==> config.mk <==
export PLATFORM = sky130hd
export DESIGN_NAME = tmr_ctl_bank
export DESIGN_NICKNAME = d
export VERILOG_FILES = /design/src/rtl/tmr_ctl_pkg.sv /design/src/rtl/tmr_addr_dec.sv /design/src/rtl/tmr_chan_ctl.sv /design/src/rtl/tmr_rd_path.sv /design/src/rtl/tmr_ctl_bank.sv
export SDC_FILE = /design/constraint.sdc
export NUM_CORES = 1
export LEC_CHECK = 0
export CAP_MARGIN = 10
export CORE_UTILIZATION = 44
export CTS_BUF_LIST = sky130_fd_sc_hd__clkbuf_4 sky130_fd_sc_hd__clkbuf_8
export CTS_CLUSTER_DIAMETER = 30
export DETAILED_ROUTE_END_ITERATION = 7
export PLACE_DENSITY = 0.94
export REMOVE_ABC_BUFFERS = 1
export SLEW_MARGIN = 20
export SYNTH_ARGS = -nofsm -noshare
export SYNTH_HDL_FRONTEND = slang
export SYNTH_SLANG_ARGS = --single-unit
export TNS_END_PERCENT = 50
==> constraint.sdc <==
create_clock -name clk -period 2.5 [get_ports clk]
set_clock_uncertainty 0.15 [all_clocks]
set_input_delay 0.25 -clock clk [delete_from_list [all_inputs] [get_ports clk]]
set_output_delay 0.25 -clock clk [all_outputs]
set_load 0.1 [all_outputs]
==> src/rtl/tmr_ctl_pkg.sv <==
package tmr_ctl_pkg;
  localparam int WIN_W = 6;   // byte window per channel
  localparam int CTL_W = 4;   // flags per channel
  localparam int EN_B  = 0;   // enable flag position
  localparam int STS_B = 16;  // status bit in the set/clear words
  localparam logic [WIN_W-1:0] OFF_SET = 6'h10;
  localparam logic [WIN_W-1:0] OFF_CLR = 6'h14;

  typedef enum logic [1:0] {K_NONE, K_CTR, K_SET, K_CLR} acc_kind_e;
endpackage

==> src/rtl/tmr_addr_dec.sv <==
module tmr_addr_dec
  import tmr_ctl_pkg::*;
#(
  parameter int N_CH = 8,
  parameter int AW   = 32,
  localparam int CH_W = $clog2(N_CH)
) (
  input  logic [AW-1:0]   addr,
  output logic [CH_W-1:0] ch,
  output logic [1:0]      sel,
  output acc_kind_e       kind
);
  localparam int HI_LSB = WIN_W + CH_W;

  logic [WIN_W-1:0] off;
  logic             in_rng;

  always_comb begin
    off    = addr[WIN_W-1:0];
    ch     = addr[WIN_W +: CH_W];
    sel    = off[3:2];
    in_rng = (addr[AW-1:HI_LSB] == '0) && (int'(ch) < N_CH);
    kind   = K_NONE;
    if (in_rng) begin
      if (off[5:4] == 2'b00 && off[1:0] == 2'b00) kind = K_CTR;
      else if (off == OFF_SET)                    kind = K_SET;
      else if (off == OFF_CLR)                    kind = K_CLR;
    end
  end
endmodule

==> src/rtl/tmr_chan_ctl.sv <==
module tmr_chan_ctl
  import tmr_ctl_pkg::*;
(
  input  logic             clk,
  input  logic             rst,
  input  logic             set_stb,
  input  logic             clr_stb,
  input  logic [CTL_W-1:0] wbits,
  input  logic             sts_clr,
  input  logic             evt,
  output logic [CTL_W-1:0] ctl,
  output logic             sts
);
  localparam logic [CTL_W-1:0] EN_MASK = CTL_W'(1 << EN_B);

  logic             pend_en;   // enable to assert next cycle
  logic [CTL_W-1:0] pend_cfg;  // config flags to clear next cycle
  logic [CTL_W-1:0] ctl_nx;
  logic             pend_en_nx;
  logic [CTL_W-1:0] pend_cfg_nx;

  always_comb begin
    // deferred step from the previous write goes first
    ctl_nx = ctl;
    if (pend_en) ctl_nx = ctl_nx | EN_MASK;
    ctl_nx      = ctl_nx & ~pend_cfg;
    pend_en_nx  = 1'b0;
    pend_cfg_nx = '0;
    if (set_stb) begin
      ctl_nx     = ctl_nx | (wbits & ~EN_MASK);
      pend_en_nx = wbits[EN_B];
    end
    if (clr_stb) begin
      if (wbits[EN_B]) begin
        ctl_nx      = ctl_nx & ~EN_MASK;
        pend_cfg_nx = wbits & ~EN_MASK;
      end else begin
        ctl_nx = ctl_nx & ~wbits;
      end
    end
  end

  always_ff @(posedge clk) begin
    if (rst) begin
      ctl      <= '0;
      pend_en  <= 1'b0;
      pend_cfg <= '0;
      sts      <= 1'b0;
    end else begin
      ctl      <= ctl_nx;
      pend_en  <= pend_en_nx;
      pend_cfg <= pend_cfg_nx;
      sts      <= evt | (sts & ~sts_clr);
    end
  end
endmodule

==> src/rtl/tmr_rd_path.sv <==
module tmr_rd_path
  import tmr_ctl_pkg::*;
#(
  parameter int N_CH = 8,
  parameter int DW   = 32,
  localparam int CH_W = $clog2(N_CH)
) (
  input  logic                  clk,
  input  logic                  rst,
  input  logic                  rd,
  input  acc_kind_e             kind,
  input  logic [CH_W-1:0]       ch,
  input  logic [N_CH*CTL_W-1:0] ctl_all,
  input  logic [N_CH-1:0]       sts_all,
  input  logic [DW-1:0]         ctr_rdata,
  output logic [DW-1:0]         rdata,
  output logic                  rvalid
);
  logic [DW-1:0] val;

  always_comb begin
    val = '0;
    case (kind)
      K_CTR: val = ctr_rdata;
      K_SET: begin
        val[CTL_W-1:0] = ctl_all[int'(ch)*CTL_W +: CTL_W];
        val[STS_B]     = sts_all[ch];
      end
      default: val = '0;
    endcase
  end

  always_ff @(posedge clk) begin
    if (rst) begin
      rvalid <= 1'b0;
      rdata  <= '0;
    end else begin
      rvalid <= rd;
      rdata  <= rd ? val : '0;
    end
  end
endmodule

==> src/rtl/tmr_ctl_bank.sv <==
module tmr_ctl_bank
  import tmr_ctl_pkg::*;
#(
  parameter int N_CH = 8,
  parameter int AW   = 32,
  parameter int DW   = 32,
  localparam int CH_W = $clog2(N_CH)
) (
  input  logic                  clk,
  input  logic                  rst,
  input  logic                  bus_wr,
  input  logic                  bus_rd,
  input  logic [AW-1:0]         bus_addr,
  input  logic [DW-1:0]         bus_wdata,
  output logic [DW-1:0]         bus_rdata,
  output logic                  bus_rvalid,
  output logic [N_CH-1:0]       ctr_we,
  output logic [1:0]            ctr_reg,
  output logic [DW-1:0]         ctr_wdata,
  output logic [CH_W-1:0]       ctr_rd_ch,
  output logic [1:0]            ctr_rd_reg,
  input  logic [DW-1:0]         ctr_rdata,
  input  logic [N_CH-1:0]       ctr_event,
  output logic [N_CH*CTL_W-1:0] ch_ctrl,
  output logic [N_CH-1:0]       irq_status
);
  logic [CH_W-1:0] a_ch;
  logic [1:0]      a_sel;
  acc_kind_e       a_kind;

  tmr_addr_dec #(.N_CH(N_CH), .AW(AW)) u_dec (
    .addr (bus_addr),
    .ch   (a_ch),
    .sel  (a_sel),
    .kind (a_kind)
  );

  assign ctr_rd_ch  = a_ch;
  assign ctr_rd_reg = a_sel;

  // counter write port, one cycle after the bus write
  always_ff @(posedge clk) begin
    if (rst) begin
      ctr_we    <= '0;
      ctr_reg   <= '0;
      ctr_wdata <= '0;
    end else begin
      ctr_we <= (bus_wr && a_kind == K_CTR) ? (N_CH'(1) << a_ch) : '0;
      if (bus_wr && a_kind == K_CTR) begin
        ctr_reg   <= a_sel;
        ctr_wdata <= bus_wdata;
      end
    end
  end

  for (genvar g = 0; g < N_CH; g++) begin : g_ch
    logic hit_ch;
    assign hit_ch = bus_wr && (a_ch == CH_W'(g));

    tmr_chan_ctl u_ch (
      .clk     (clk),
      .rst     (rst),
      .set_stb (hit_ch && a_kind == K_SET),
      .clr_stb (hit_ch && a_kind == K_CLR),
      .wbits   (bus_wdata[CTL_W-1:0]),
      .sts_clr (hit_ch && a_kind == K_CLR && bus_wdata[STS_B]),
      .evt     (ctr_event[g]),
      .ctl     (ch_ctrl[g*CTL_W +: CTL_W]),
      .sts     (irq_status[g])
    );
  end

  tmr_rd_path #(.N_CH(N_CH), .DW(DW)) u_rd (
    .clk       (clk),
    .rst       (rst),
    .rd        (bus_rd),
    .kind      (a_kind),
    .ch        (a_ch),
    .ctl_all   (ch_ctrl),
    .sts_all   (irq_status),
    .ctr_rdata (ctr_rdata),
    .rdata     (bus_rdata),
    .rvalid    (bus_rvalid)
  );
endmodule

After elaboration in Yosys (flattened, before gate mapping)
Cells that the tools add are included.
{"block": "totals", "register_bits": 155, "latch_bits": 0, "mem_bits_rw": 0, "romBits": 0, "input_bits": 108, "output_inout_bits": 120, "word_cells": 227, "memories": 0}
{"block": "op_classes", "add_sub_neg": 0, "mul": 0, "div": 0, "order_cmp": 1, "n_eq_ne": 12, "shifts": 2, "mux": 41, "bitwise": 76, "n_reduce_logical": 57}
{"operator": "$mux W4", "count": 25}
{"operator": "$and A4 B4 Y4", "count": 16}
{"operator": "$not A4 Y4", "count": 9}
{"operator": "$reduce_or A2 Y1", "count": 18}
{"operator": "$logic_and A1 B1 Y1", "count": 34}
{"operator": "$or A4 B4 Y4", "count": 8}
{"operator": "$shiftx A32 B6 Y4", "count": 1}
{"operator": "$not A1 Y1", "count": 27}
{"operator": "$logic_not A23 Y1", "count": 1}
{"operator": "$eq A3 B3 Y1 const B", "count": 4}
{"operator": "$eq A6 B5 Y1 const B", "count": 2}
{"operator": "$mux W1", "count": 9}
{"operator": "$and A1 B1 Y1", "count": 8}
{"operator": "$mux W2", "count": 4}
{"operator": "$or A1 B1 Y1", "count": 8}
{"operator": "$pmux W4 S2", "count": 1}
{"operator": "$shl A1 B3 Y8 const A", "count": 1}
{"operator": "$eq A3 B2 Y1 const B", "count": 2}
{"operator": "$eq A2 B2 Y1 const B", "count": 2}
{"operator": "$logic_not A2 Y1", "count": 2}
{"operator": "$lt A3 B4 Y1 const B", "count": 1}
{"operator": "$bmux W1 S3", "count": 1}
{"operator": "$eq A3 B1 Y1 const B", "count": 1}
{"operator": "$logic_not A3 Y1", "count": 1}
{"operator": "other kinds (3)", "count": 3}

Longest topological paths before layout
Gate-level depths: netlist of the first run.
{"block": "depth", "ltp_word": 11, "mapped_depth": 9, "ltp_nobuf": 7}

By module
A second synthesis of the first run with hierarchy kept.
{"block": "unflattened", "cells_unflattened": 570, "hier_area_um2": 5950.7}
{"module": "tmr_chan_ctl", "n_inst": 8, "cells_per_inst": 29, "area_per_inst_um2": 324.1, "seq_area_each_um2": 180.2}
{"module": "tmr_ctl_bank", "n_inst": 1, "cells_per_inst": 206, "area_per_inst_um2": 1928.1, "seq_area_each_um2": 840.8}
{"module": "tmr_rd_path", "n_inst": 1, "cells_per_inst": 114, "area_per_inst_um2": 1293.7, "seq_area_each_um2": 660.6}
{"module": "tmr_addr_dec", "n_inst": 1, "cells_per_inst": 18, "area_per_inst_um2": 136.4, "seq_area_each_um2": 0.0}

Worst setup path after synthesis of the first run
OpenSTA, ideal clock, no wires.
{"block": "synth_path", "kind": "input -> register", "start": "input bus_addr[18]", "end": "register ctr_wdata[10]", "setup_ns": 0.070, "t_arrival_ns": 2.111, "t_required_ns": 2.280, "slack_ns": 0.169, "stages": 9, "n_path_buf": 2, "cell_sequence": "nor4_1 nand4_1 or4_1 ha_1 nand2_1 buf_2 buf_1 nand2_1 a21oi_1"}
{"block": "synth_between", "elab_chain_cells": 4}
{"item": "from (decl)", "line_no": "tmr_ctl_bank.sv:13", "source": "input logic [AW-1:0] bus_addr,"}
{"item": "$logic_not A23 Y1", "line_no": "tmr_addr_dec.sv:22", "source": "in_rng = (addr[AW-1:HI_LSB] == '0) && (int'(ch) < N_CH);"}
{"item": "$mux W2", "line_no": "tmr_addr_dec.sv:24", "source": "if (in_rng) begin"}
{"item": "$eq A2 B1 Y1", "line_no": "tmr_ctl_bank.sv:49", "source": "if (bus_wr && a_kind == K_CTR) begin"}
{"item": "$logic_and A1 B1 Y1", "line_no": "tmr_ctl_bank.sv:49"}
{"item": "to (signal assigned)", "line_no": "tmr_ctl_bank.sv:51", "source": "ctr_wdata <= bus_wdata;"}
{"item": "to (decl)", "line_no": "tmr_ctl_bank.sv:19", "source": "output logic [DW-1:0] ctr_wdata,"}
No other way between the ends.
A chain may end at the register's enable or synchronous reset.

Worst setup path after layout of the first run
{"block": "layout_path", "start": "input bus_addr[13]", "end": "register g_ch[2].u_ch.ctl[2]"}
{"block": "layout_between", "elab_chain_cells": 8, "word_cells_on_any_way": 10, "cone_classes": "eq/ne (2); mux (4); bitwise (1); reduce/logical (3)"}
{"item": "$logic_not A23 Y1 (*)", "line_no": "tmr_addr_dec.sv:22"}
{"item": "$mux W2 (*)", "line_no": "tmr_addr_dec.sv:24"}
{"item": "$eq A2 B2 Y1", "line_no": "tmr_ctl_bank.sv:63", "source": ".set_stb (hit_ch && a_kind == K_SET),"}
{"item": "$logic_and A1 B1 Y1", "line_no": "tmr_ctl_bank.sv:63"}
{"item": "$mux W4", "line_no": "tmr_chan_ctl.sv:29", "source": "if (set_stb) begin"}
{"item": "$and A4 B4 Y4", "line_no": "tmr_chan_ctl.sv:38", "source": "ctl_nx = ctl_nx & ~wbits;"}
{"item": "$mux W4", "line_no": "tmr_chan_ctl.sv:34", "source": "if (wbits[EN_B]) begin"}
{"item": "$mux W4 (*)", "line_no": "tmr_chan_ctl.sv:33", "source": "if (clr_stb) begin"}
{"item": "to (signal assigned)", "line_no": "tmr_chan_ctl.sv:50", "source": "ctl <= ctl_nx;"}
{"item": "to (decl)", "line_no": "tmr_chan_ctl.sv:11", "source": "output logic [CTL_W-1:0] ctl,"}
Mark *: on every way between the ends. The rest lies on a longest branch, timed or not.

==> results.py, run 1 <==
metrics = {
    "run_status": {
        "outcome": "complete, but fails checks",
        "failed_checks": "negative setup slack",
    },
    "critical_path": {
        "max_stage_delay_ns": 0.47,
        "r2r-end": "u_rd.rdata[1]",
        "reg2reg_from": "g_ch[5].u_ch.ctl[1]",
        "crit_slowest_cell": "clkdlybuf4s50_1",
        "path_max_fanout": 12,
        "crit_path_end": "g_ch[2].u_ch.ctl[2]",
        "worstSetupStartpoint": "bus_addr[13]",
        "r2r_setup_slack_ns": 1.10,
        "rr_worst_depth": 3,
        "cp_data_arrival_time_ns": 2.89,
        "cp-start-kind": "input pin",
        "criticalPathCategory": "input pin to flip-flop",
        "crit_required_ns": 2.70,
        "cp-end-kind": "flip-flop",
        "path_cells": "clkdlybuf4s50_1, nor4_2, nand4_1, nor4_4, ha_2, and3b_2, buf_12, a32oi_1, a211oi_1",
    },
    "clocking": {
        "numCtsBuffers": 17,
        "clk_latency_ns": 0.44,
        "cts_buffer_depth": 2,
        "cts_hold_buffers": 0,
        "path_clk_slew_ns": 0.08,
        "cts_num_sinks": 147,
        "cts_max_level": 4,
        "cts_tree": "done",
        "cts-root-buf": "clkbuf_8",
    },
    "timing": {
        "setup_ws_ns": -0.1815,
        "max_freq_ghz": 0.3729,
        "worst_pin_slew_ns": 0.5242,
        "slew_violations": 0,
        "report.final.hold_viol_count": 0,
        "fin_crit_ns": 2.682,
        "tns_ns": -8.443,
        "max_slew_margin": 0.6505,
        "finalSetupViolCount": 106,
        "period_share": 1.073,
    },
    "floorplan": {
        "rows": 40,
        "coreArea_sq_um": 12110,
        "start_util": 0.4535,
        "fp.dieW_microns": 113.7,
        "die_h_microns": 113.7,
        "io-pin-count": 228,
        "fp.dieArea_sq_um": 12930,
    },
    "cells_and_area": {
        "layout-drive-gt1-share": 0.2640,
        "instances_no_fill": 990,
        "nets": 921,
        "diodes": 0,
        "mostFrequentLayoutCells": "158 x buf_4, 147 x dfxtp_1, 105 x clkdlybuf4s50_1",
        "syn2layout_area_growth_pct": 52.10,
        "reg_top3": "ctr_wdata: 32 flops, g_ch.u_ch.ctl: 32 flops, u_rd.rdata: 32 flops",
        "final_common_cell": "buf_4",
    },
    "pwr": {
        "power_density_nw_per_um2": 586.3,
        "leakagePower_nw": 3.376,
        "power_w": 0.004898,
        "ir_worst_vdd_mv": 0.3398,
    },
    "synthesis": {
        "syn-instance-count": 577,
        "yosysSeqAreaShare": 0.5358,
        "syn_area_sq_um": 5493,
        "ys_warn_count": 0,
        "ys_seq_elements": 147,
        "synth_edf_count": 0,
        "yosysUniqueCellTypes": 32,
        "synth_flop_cell": "dfxtp_1",
        "avgSynthCellArea_sq_um": 9.520,
        "ys_async_sr_fraction": 0,
    },
    "global_route": {
        "grtUsageTotal": 0.2717,
        "grt_pass1_wl_microns": 26570,
        "grt-ovfl-total": 0,
        "grt_pass1_vias": 5162,
        "grt_max_degree": 36,
        "antenna_found_initial": 0,
    },
    "placed_design": {
        "pre_cts_ws_ns": -0.4873,
        "dp_cells": 958,
        "place_congestion": 0.8825,
        "dp_hpwl_microns": 12740,
        "portBuffers": 227,
    },
    "detailed_routing": {
        "drtIter0Drc": 434,
        "post_drt_wl_per_cell_microns": 18.44,
        "drc": 0,
        "wl_microns": 18260,
        "num_vias": 5224,
        "firstDrtPassIters": 5,
        "vias_per_cell": 5.277,
        "postRouteAntennaNets": 0,
    },
    "job": {
        "maxCapViolCount": 0,
    },
    "worst_hold_path": {
        "hold_path_depth": 2,
        "hold_class": "input pin to flip-flop",
    },
}
## cells in the mapped netlist (2+ instances only)
master | count | area, sq um
nor4_1 | 11 | 68.82
buf_4 | 16 | 120.1
a211oi_1 | 25 | 187.7
nand2b_1 | 3 | 18.77
a32oi_1 | 24 | 210.2
mux4_1 | 10 | 262.8
o31ai_1 | 8 | 60.06
inv_1 | 34 | 127.6
nor2_1 | 38 | 142.6
nand3b_1 | 7 | 52.55
nor2b_1 | 4 | 25.02
nand3_1 | 17 | 85.08
and2_1 | 29 | 181.4
ha_1 | 3 | 37.54
and3_1 | 10 | 62.56
and3b_1 | 3 | 26.28
a311oi_1 | 8 | 70.07
nand2_1 | 81 | 304.0
nor3_1 | 6 | 30.03
buf_1 | 6 | 22.52
a21oi_1 | 42 | 210.2
nor3_2 | 2 | 20.02
clkbuf_1 | 17 | 63.81
buf_2 | 19 | 95.09
dfxtp_1 | 147 | 2943
## worst min-delay path by stage
stage                             start  slack, ns       endpoint
after detailed placement  ctr_wdata[18]       0.30  ctr_wdata[18]
final                               rst       0.14  ctr_wdata[18]
after CTS                           rst       0.11  ctr_wdata[18]
after global placement    ctr_wdata[13]       0.29  ctr_wdata[13]
after global routing                rst       0.17  ctr_wdata[11]
after floorplan                     rst       0.17     ctr_reg[0]
## layout make-up
type	count	area, sq um
multi-input cells	336	2200
well taps	168	210.2
clock buffers	22	296.5
flip-flops and latches	147	2943
repair buffers	274	2426
inverters	34	127.6
clock inverters	9	151.4
fillers	873	3757
## logic make-up (layout without fill, tap and decap cells)
| group | count (synthesis) | after routing | share of synthesized area |
|---|---|---|---|
| flip-flops | 147 | 147 | 0.5358 |
| buffers and inverters | 94 | 339 | 0.08291 |
| AND/OR/NAND/NOR | 215 | 215 | 0.1907 |
| adder cells (fa/ha/maj) | 3 | 3 | 0.006834 |
| multiplexers | 10 | 10 | 0.04784 |
| AO/OA/AOI/OAI | 108 | 108 | 0.1360 |
## stage by stage
step           utilization  cell area (sq um)  hold WS [ns]
6_report            0.6898               8354        0.1426
5_1_grt             0.6898               8354        0.1737
4_1_cts             0.6802               8238        0.1126
3_5_place_dp        0.6430               7787        0.2968
3_3_place_gp        0.6430               7787        0.2925
2_1_floorplan            -               5165        0.1691
## layer usage
| layer | vias to the layer above | GRT usage | part of all wire |
|---|---|---|---|
| met3 | 32 | 0.06801 | 0.079 |
| met1 | 2460 | 0.2961 | 0.37 |
| li1 | 2454 | - | - |
| met4 | 0 | 0.1061 | 0.018 |
| met2 | 278 | 0.5033 | 0.53 |
| met5 | - | 0 | 0 |
## report_power, final
part	switching [W]	internal (W)	total [W]
Sequential	0.00000730	0.00235	0.00236
Combinational	0.000256	0.000219	0.000476
Clock	0.000869	0.00120	0.00207
Total	0.00113	0.00377	0.00490
## what timing repair did
item | CTS | global route
setup endpoints to repair | 1 | 35
gates cloned | 0 | 0
resized for setup | 1 | 20
setup buffers | 0 | 1
pin swaps | 0 | 4
## worst max-delay path: cells and delay by family
kind / cells / cell delay (ns)
simple gates: 4 / 1.35
buf+inv: 2 / 0.61
compound gates: 2 / 0.36
fa+ha+maj: 1 / 0.30
Power figures use the tool's default switching activity.
==> run 2, diff against run 1 <==
- TNS_END_PERCENT: 50 -> 1
==> run 2 against run 1 <==
- the flow now finishes without violations
- non-clock buffer count stayed put
- clock power hardly changed
- cell count stayed put
- total power is 0.34% lower
- sequential cell count stayed put
- sequential share of layout area is 0.38 points higher
- die area stayed put
- wire length is 4.1% lower
- core utilization is 0.73 points lower
- fmax is 8.6% higher
- combinational power is 2% lower
==> results.py, run 2 (synthesis gave the netlist of run 1 again) <==
metrics = {
    "cells_and_area": {
        "multi_input_area_sq_um": 2117,
        "seq_area_sq_um": 2943,
        "fillers": 900,
        "fin_util": 0.6824,
        "final_common_cell": "buf_4",
        "layout-drive-gt1-share": 0.2518,
        "final_area_sq_um": 8265,
        "syn2layout_area_growth_pct": 50.48,
        "reg_top3": "ctr_wdata: 32 flops, g_ch.u_ch.ctl: 32 flops, u_rd.rdata: 32 flops",
        "nets": 921,
        "mostFrequentLayoutCells": "159 x buf_4, 147 x dfxtp_1, 106 x clkdlybuf4s50_1",
        "diodes": 0,
    },
    "critical_path": {
        "r2r_setup_slack_ns": 1.10,
        "path_max_fanout": 5,
        "criticalPathCategory": "input pin to flip-flop",
        "path_delay_family": "buffers and inverters",
        "cp_data_arrival_time_ns": 2.64,
        "cp-start-kind": "input pin",
        "timing.critical_path.mode_cell": "buf_4",
        "worstSetupStartpoint": "bus_addr[18]",
        "cp-end-kind": "flip-flop",
        "cp.buffers_inverters": 3,
        "crit_required_ns": 2.67,
        "cp.depth": 10,
        "r2r-end": "u_rd.rdata[1]",
        "crit_slowest_cell": "clkdlybuf4s50_1",
        "path_cells": "clkdlybuf4s50_1, nor4_1, nand4_1, buf_4, a211oi_2, ha_2, nand3_1, buf_4, o31ai_1, a21oi_1",
        "rr_worst_depth": 3,
        "reg2reg_from": "g_ch[5].u_ch.ctl[1]",
        "crit_path_end": "g_ch[5].u_ch.sts",
        "max_stage_delay_ns": 0.41,
    },
    "timing": {
        "slew_violations": 0,
        "max_slew_margin": 0.6498,
        "max_freq_ghz": 0.4049,
        "fin_crit_ns": 2.470,
        "rsz0062_at_grt": "yes",
        "worst_pin_slew_ns": 0.5253,
        "setup_ws_ns": 0.03050,
        "report.final.hold_viol_count": 0,
        "finalSetupViolCount": 0,
        "period_share": 0.9878,
    },
    "clocking": {
        "cts_tree": "done",
        "cts_num_sinks": 147,
        "path_clk_slew_ns": 0.08,
        "cts_buffer_depth": 2,
        "numCtsBuffers": 17,
        "cts-root-buf": "clkbuf_8",
        "cts_max_level": 4,
        "clk_latency_ns": 0.45,
        "cts_hold_buffers": 0,
    },
    "detailed_routing": {
        "firstDrtPassIters": 5,
        "wl_microns": 17510,
        "post_drt_wl_per_cell_microns": 17.69,
        "drc": 0,
        "drtIter0Drc": 435,
        "vias_per_cell": 5.228,
        "num_vias": 5176,
        "postRouteAntennaNets": 0,
    },
    "global_route": {
        "grt_max_degree": 36,
        "grtUsageTotal": 0.2717,
        "grt_pass1_vias": 5162,
        "grt-ovfl-total": 0,
        "antenna_found_initial": 0,
        "grt_pass1_wl_microns": 26570,
    },
    "floorplan": {
        "rows": 40,
        "fp.dieW_microns": 113.7,
        "die_h_microns": 113.7,
        "fp.dieArea_sq_um": 12930,
        "coreArea_sq_um": 12110,
        "start_util": 0.4535,
        "io-pin-count": 228,
    },
    "placed_design": {
        "portBuffers": 227,
        "pre_cts_ws_ns": -0.4873,
        "place_congestion": 0.8825,
        "dp_hpwl_microns": 12740,
        "placed_area_sq_um": 7787,
    },
    "pwr": {
        "p_sw_w": 0.001117,
        "ir_worst_vdd_mv": 0.3382,
        "combPwrFrac": 0.095,
        "internal_power_w": 0.003764,
        "clkPwrFrac": 0.422,
        "leakagePower_nw": 3.355,
        "power_density_nw_per_um2": 590.6,
        "p_seq_frac": 0.483,
        "sw_frac_of_total": 0.2289,
    },
    "job": {
        "maxCapViolCount": 0,
    },
    "worst_hold_path": {
        "hold_class": "input pin to flip-flop",
    },
    "run_status": {
        "outcome": "finished, final reports clean",
    },
}
-- run 2: metrics by stage --
stage | instances | setup TNS (ns) | power, W | hold slack (ns)
after floorplan | 517 | 0 | 0.002534 | 0.1691
after global routing | 990 | -1.613 | 0.005031 | 0.1737
after detailed placement | 958 | -42.75 | 0.002868 | 0.2968
after CTS | 989 | 0 | 0.004907 | 0.1126
after global placement | 958 | -33.88 | 0.002863 | 0.2925
final | 990 | 0 | 0.004882 | 0.1440
-- run 2: power groups by stage --
| stage | Clock [W] | Sequential, W | Combinational (W) |
|---|---|---|---|
| final | 0.00206 | 0.00236 | 0.000465 |
| after global routing | 0.00219 | 0.00236 | 0.000481 |
| after CTS | 0.00209 | 0.00236 | 0.000459 |
| after detailed placement | 0 | 0.00241 | 0.000457 |
| after global placement | 0 | 0.00241 | 0.000452 |
| after floorplan | 0 | 0.00248 | 0.0000522 |
-- run 2: worst min path at each step --
stage,startpoint,endpoint,slack (ns),cells after the start
3_3_place_gp,ctr_wdata[13],ctr_wdata[13],0.29,2
5_1_grt,rst,ctr_wdata[11],0.17,2
6_report,rst,ctr_wdata[18],0.14,2
2_1_floorplan,rst,ctr_reg[0],0.17,1
3_5_place_dp,ctr_wdata[18],ctr_wdata[18],0.30,2
4_1_cts,rst,ctr_wdata[18],0.11,2
-- run 2: layout make-up --
| class | count | share of cell area |
|---|---|---|
| sequential | 147 | 0.3560 |
| inverter | 34 | 0.01544 |
| tap | 168 | 0.02543 |
| timing repair buffer | 274 | 0.2928 |
| clock inverter | 9 | 0.01832 |
| multi-input combinational | 336 | 0.2561 |
| clock buffer | 22 | 0.03588 |
-- run 2: per-layer routing --
metal  track usage  wire length (microns)
met5             0                      0
met1        0.2961                   6481
met2        0.5033                   9259
met3       0.06801                   1451
met4        0.1061                    322
-- run 2: what timing repair did --
action	in CTS	in global routing
setup endpoints to repair	1	35
gates resized for setup	1	5
buffers inserted	0	1
pin swaps	0	2
==> run 3, diff against run 2 <==
--- a/constraint.sdc
+++ b/constraint.sdc
@@ -3,3 +3,3 @@
 set_input_delay 0.25 -clock clk [delete_from_list [all_inputs] [get_ports clk]]
 set_output_delay 0.25 -clock clk [all_outputs]
-set_load 0.1 [all_outputs]
+set_load 0.01 [all_outputs]
==> run 3 against run 2 <==
- core utilization grew 3.0 points
- cell count grew 0.20%
- combinational power shrank 17%
- via count grew 3.9%
- setup slack lost 0.017 ns
- first-iteration DRC count grew 4.4%
- non-clock buffer count shrank 1
- critical path depth shrank 1
- sequential power is essentially flat
- critical path type unchanged
- critical endpoint is now u_rd.rdata[9]
- highest routed layer unchanged
==> results.py, run 3 (synthesis gave the netlist of run 1 again) <==
metrics = {
    "run_status": {
        "outcome": "finished, final reports clean",
    },
    "worst_hold_path": {
        "hold_class": "input pin to flip-flop",
        "holdCritStartpoint": "rst",
        "min_to": "ctr_wdata[26]",
        "hold_path_depth": 2,
    },
    "pwr": {
        "power_w": 0.004827,
        "power_density_nw_per_um2": 559.5,
        "leakagePower_nw": 3.119,
        "ir_worst_vdd_mv": 0.3283,
    },
    "detailed_routing": {
        "vias_per_cell": 5.421,
        "num_vias": 5378,
        "drc": 0,
        "wl_microns": 18960,
        "firstDrtPassIters": 5,
        "postRouteAntennaNets": 0,
        "drtIter0Drc": 454,
        "post_drt_wl_per_cell_microns": 19.11,
    },
    "job": {
        "maxCapViolCount": 0,
    },
    "global_route": {
        "grt_max_degree": 54,
        "grt_pass1_wl_microns": 26730,
        "grt_pass1_vias": 5106,
        "antenna_found_initial": 2,
        "grt-ovfl-total": 0,
        "grtUsageTotal": 0.2764,
    },
    "floorplan": {
        "rows": 40,
        "fp.dieArea_sq_um": 12930,
        "coreArea_sq_um": 12110,
        "die_h_microns": 113.7,
        "io-pin-count": 228,
        "start_util": 0.4535,
        "fp.dieW_microns": 113.7,
    },
    "clocking": {
        "path_clk_slew_ns": 0.08,
        "clk_latency_ns": 0.44,
        "cts_num_sinks": 147,
        "cts-root-buf": "clkbuf_8",
        "cts_tree": "done",
        "numCtsBuffers": 17,
        "cts_max_level": 4,
        "cts_buffer_depth": 2,
        "cts_hold_buffers": 0,
    },
    "timing": {
        "fin_crit_ns": 2.486,
        "rsz0062_at_grt": "yes",
        "period_share": 0.9946,
        "tns_ns": 0,
        "report.final.hold_viol_count": 0,
        "max_slew_margin": 0.5163,
        "worst_pin_slew_ns": 0.7234,
        "finalSetupViolCount": 0,
        "setup_ws_ns": 0.01352,
        "max_freq_ghz": 0.4022,
        "slew_violations": 0,
    },
    "critical_path": {
        "cp-end-kind": "flip-flop",
        "r2r-end": "u_rd.rdata[1]",
        "rr_worst_depth": 3,
        "cp_data_arrival_time_ns": 2.66,
        "reg2reg_from": "g_ch[5].u_ch.ctl[1]",
        "criticalPathCategory": "input pin to flip-flop",
        "path_max_fanout": 27,
        "cp-start-kind": "input pin",
        "crit_required_ns": 2.67,
        "r2r_setup_slack_ns": 1.11,
    },
    "placed_design": {
        "place_congestion": 0.8879,
        "pre_cts_ws_ns": -0.6080,
        "dp_hpwl_microns": 12810,
        "portBuffers": 227,
        "dp_cells": 957,
    },
    "cells_and_area": {
        "reg_top3": "ctr_wdata: 32 flops, g_ch.u_ch.ctl: 32 flops, u_rd.rdata: 32 flops",
        "layout-drive-gt1-share": 0.1119,
        "nets": 920,
        "mostFrequentLayoutCells": "226 x clkdlybuf4s50_1, 147 x dfxtp_1, 81 x nand2_1",
        "instances_no_fill": 992,
        "final_common_cell": "clkdlybuf4s50_1",
        "syn2layout_area_growth_pct": 57.06,
        "fin_util": 0.7123,
    },
}
-- run 3: cell types whose count changed in the layout (fill, tap and decap cells not counted), sizes merged --
cell	before	now
clkbuf	22	23
diode	0	2
buf	168	47
clkdlybuf4s50	106	226
clkinvlp	1	2
clkinv	4	3
-- run 3: how the worst max path moves through the flow --
stage	startpoint	slack, ns	depth (start not counted)	end
5_1_grt	bus_addr[14]	-0.03	10	g_ch[0].u_ch.sts
2_1_floorplan	bus_addr[18]	0.05	7	ctr_reg[0]
3_3_place_gp	bus_addr[25]	-0.38	9	g_ch[7].u_ch.sts
3_5_place_dp	bus_addr[26]	-0.61	9	g_ch[4].u_ch.ctl[2]
4_1_cts	bus_addr[17]	0.04	10	g_ch[4].u_ch.ctl[2]
6_report	bus_addr[14]	0.01	9	u_rd.rdata[9]
-- run 3: layout make-up --
type / count / area [sq um]
fill: 836 / 3485
sequential: 147 / 2943
multi-input combinational: 336 / 2187
tap: 168 / 210.2
clock buffer: 23 / 304.0
inverter: 34 / 127.6
antenna: 2 / 5.005
clock inverter: 9 / 150.1
timing repair buffer: 273 / 2700
-- run 3: per-layer routing --
layer,up-vias,global-route usage,wire (microns)
met4,0,0.1667,783
li1,2450,-,-
met2,322,0.4886,9749
met3,65,0.06482,1654
met5,-,0,0
met1,2541,0.3007,6773
-- run 3: timing repair --
item / in CTS / in global routing
pin swaps: 1 / 1
endpoints found under the setup margin: 31 / 125
resized for setup: 4 / 11
setup buffers: 1 / 0
-- run 3: stage by stage --
stage | hold WS [ns] | instance area, sq um
floorplan | 0.1691 | 5165
global placement | 0.2910 | 8068
detailed placement | 0.2955 | 8068
CTS | 0.07527 | 8553
global route | 0.1304 | 8627
finish | 0.1128 | 8627
-- run 3: critical path: stages --
cell and delay, ns:
clkdlybuf4s50_1 0.45, nor4_1 0.24, nand4_1 0.14, buf_4 0.19
or4_1 0.49, ha_1 0.26, and3b_1 0.21, buf_4 0.22
and2_1 0.21
-- run 3: where the power goes --
| part | total, W | switching, W | leakage [nW] | internal, W |
|---|---|---|---|---|
| registers | 0.00236 | 0.00000709 | 1.19 | 0.00235 |
| logic | 0.000384 | 0.000161 | 1.70 | 0.000223 |
| clock network | 0.00209 | 0.000873 | 0.229 | 0.00121 |
| total | 0.00483 | 0.00104 | 3.12 | 0.00379 |
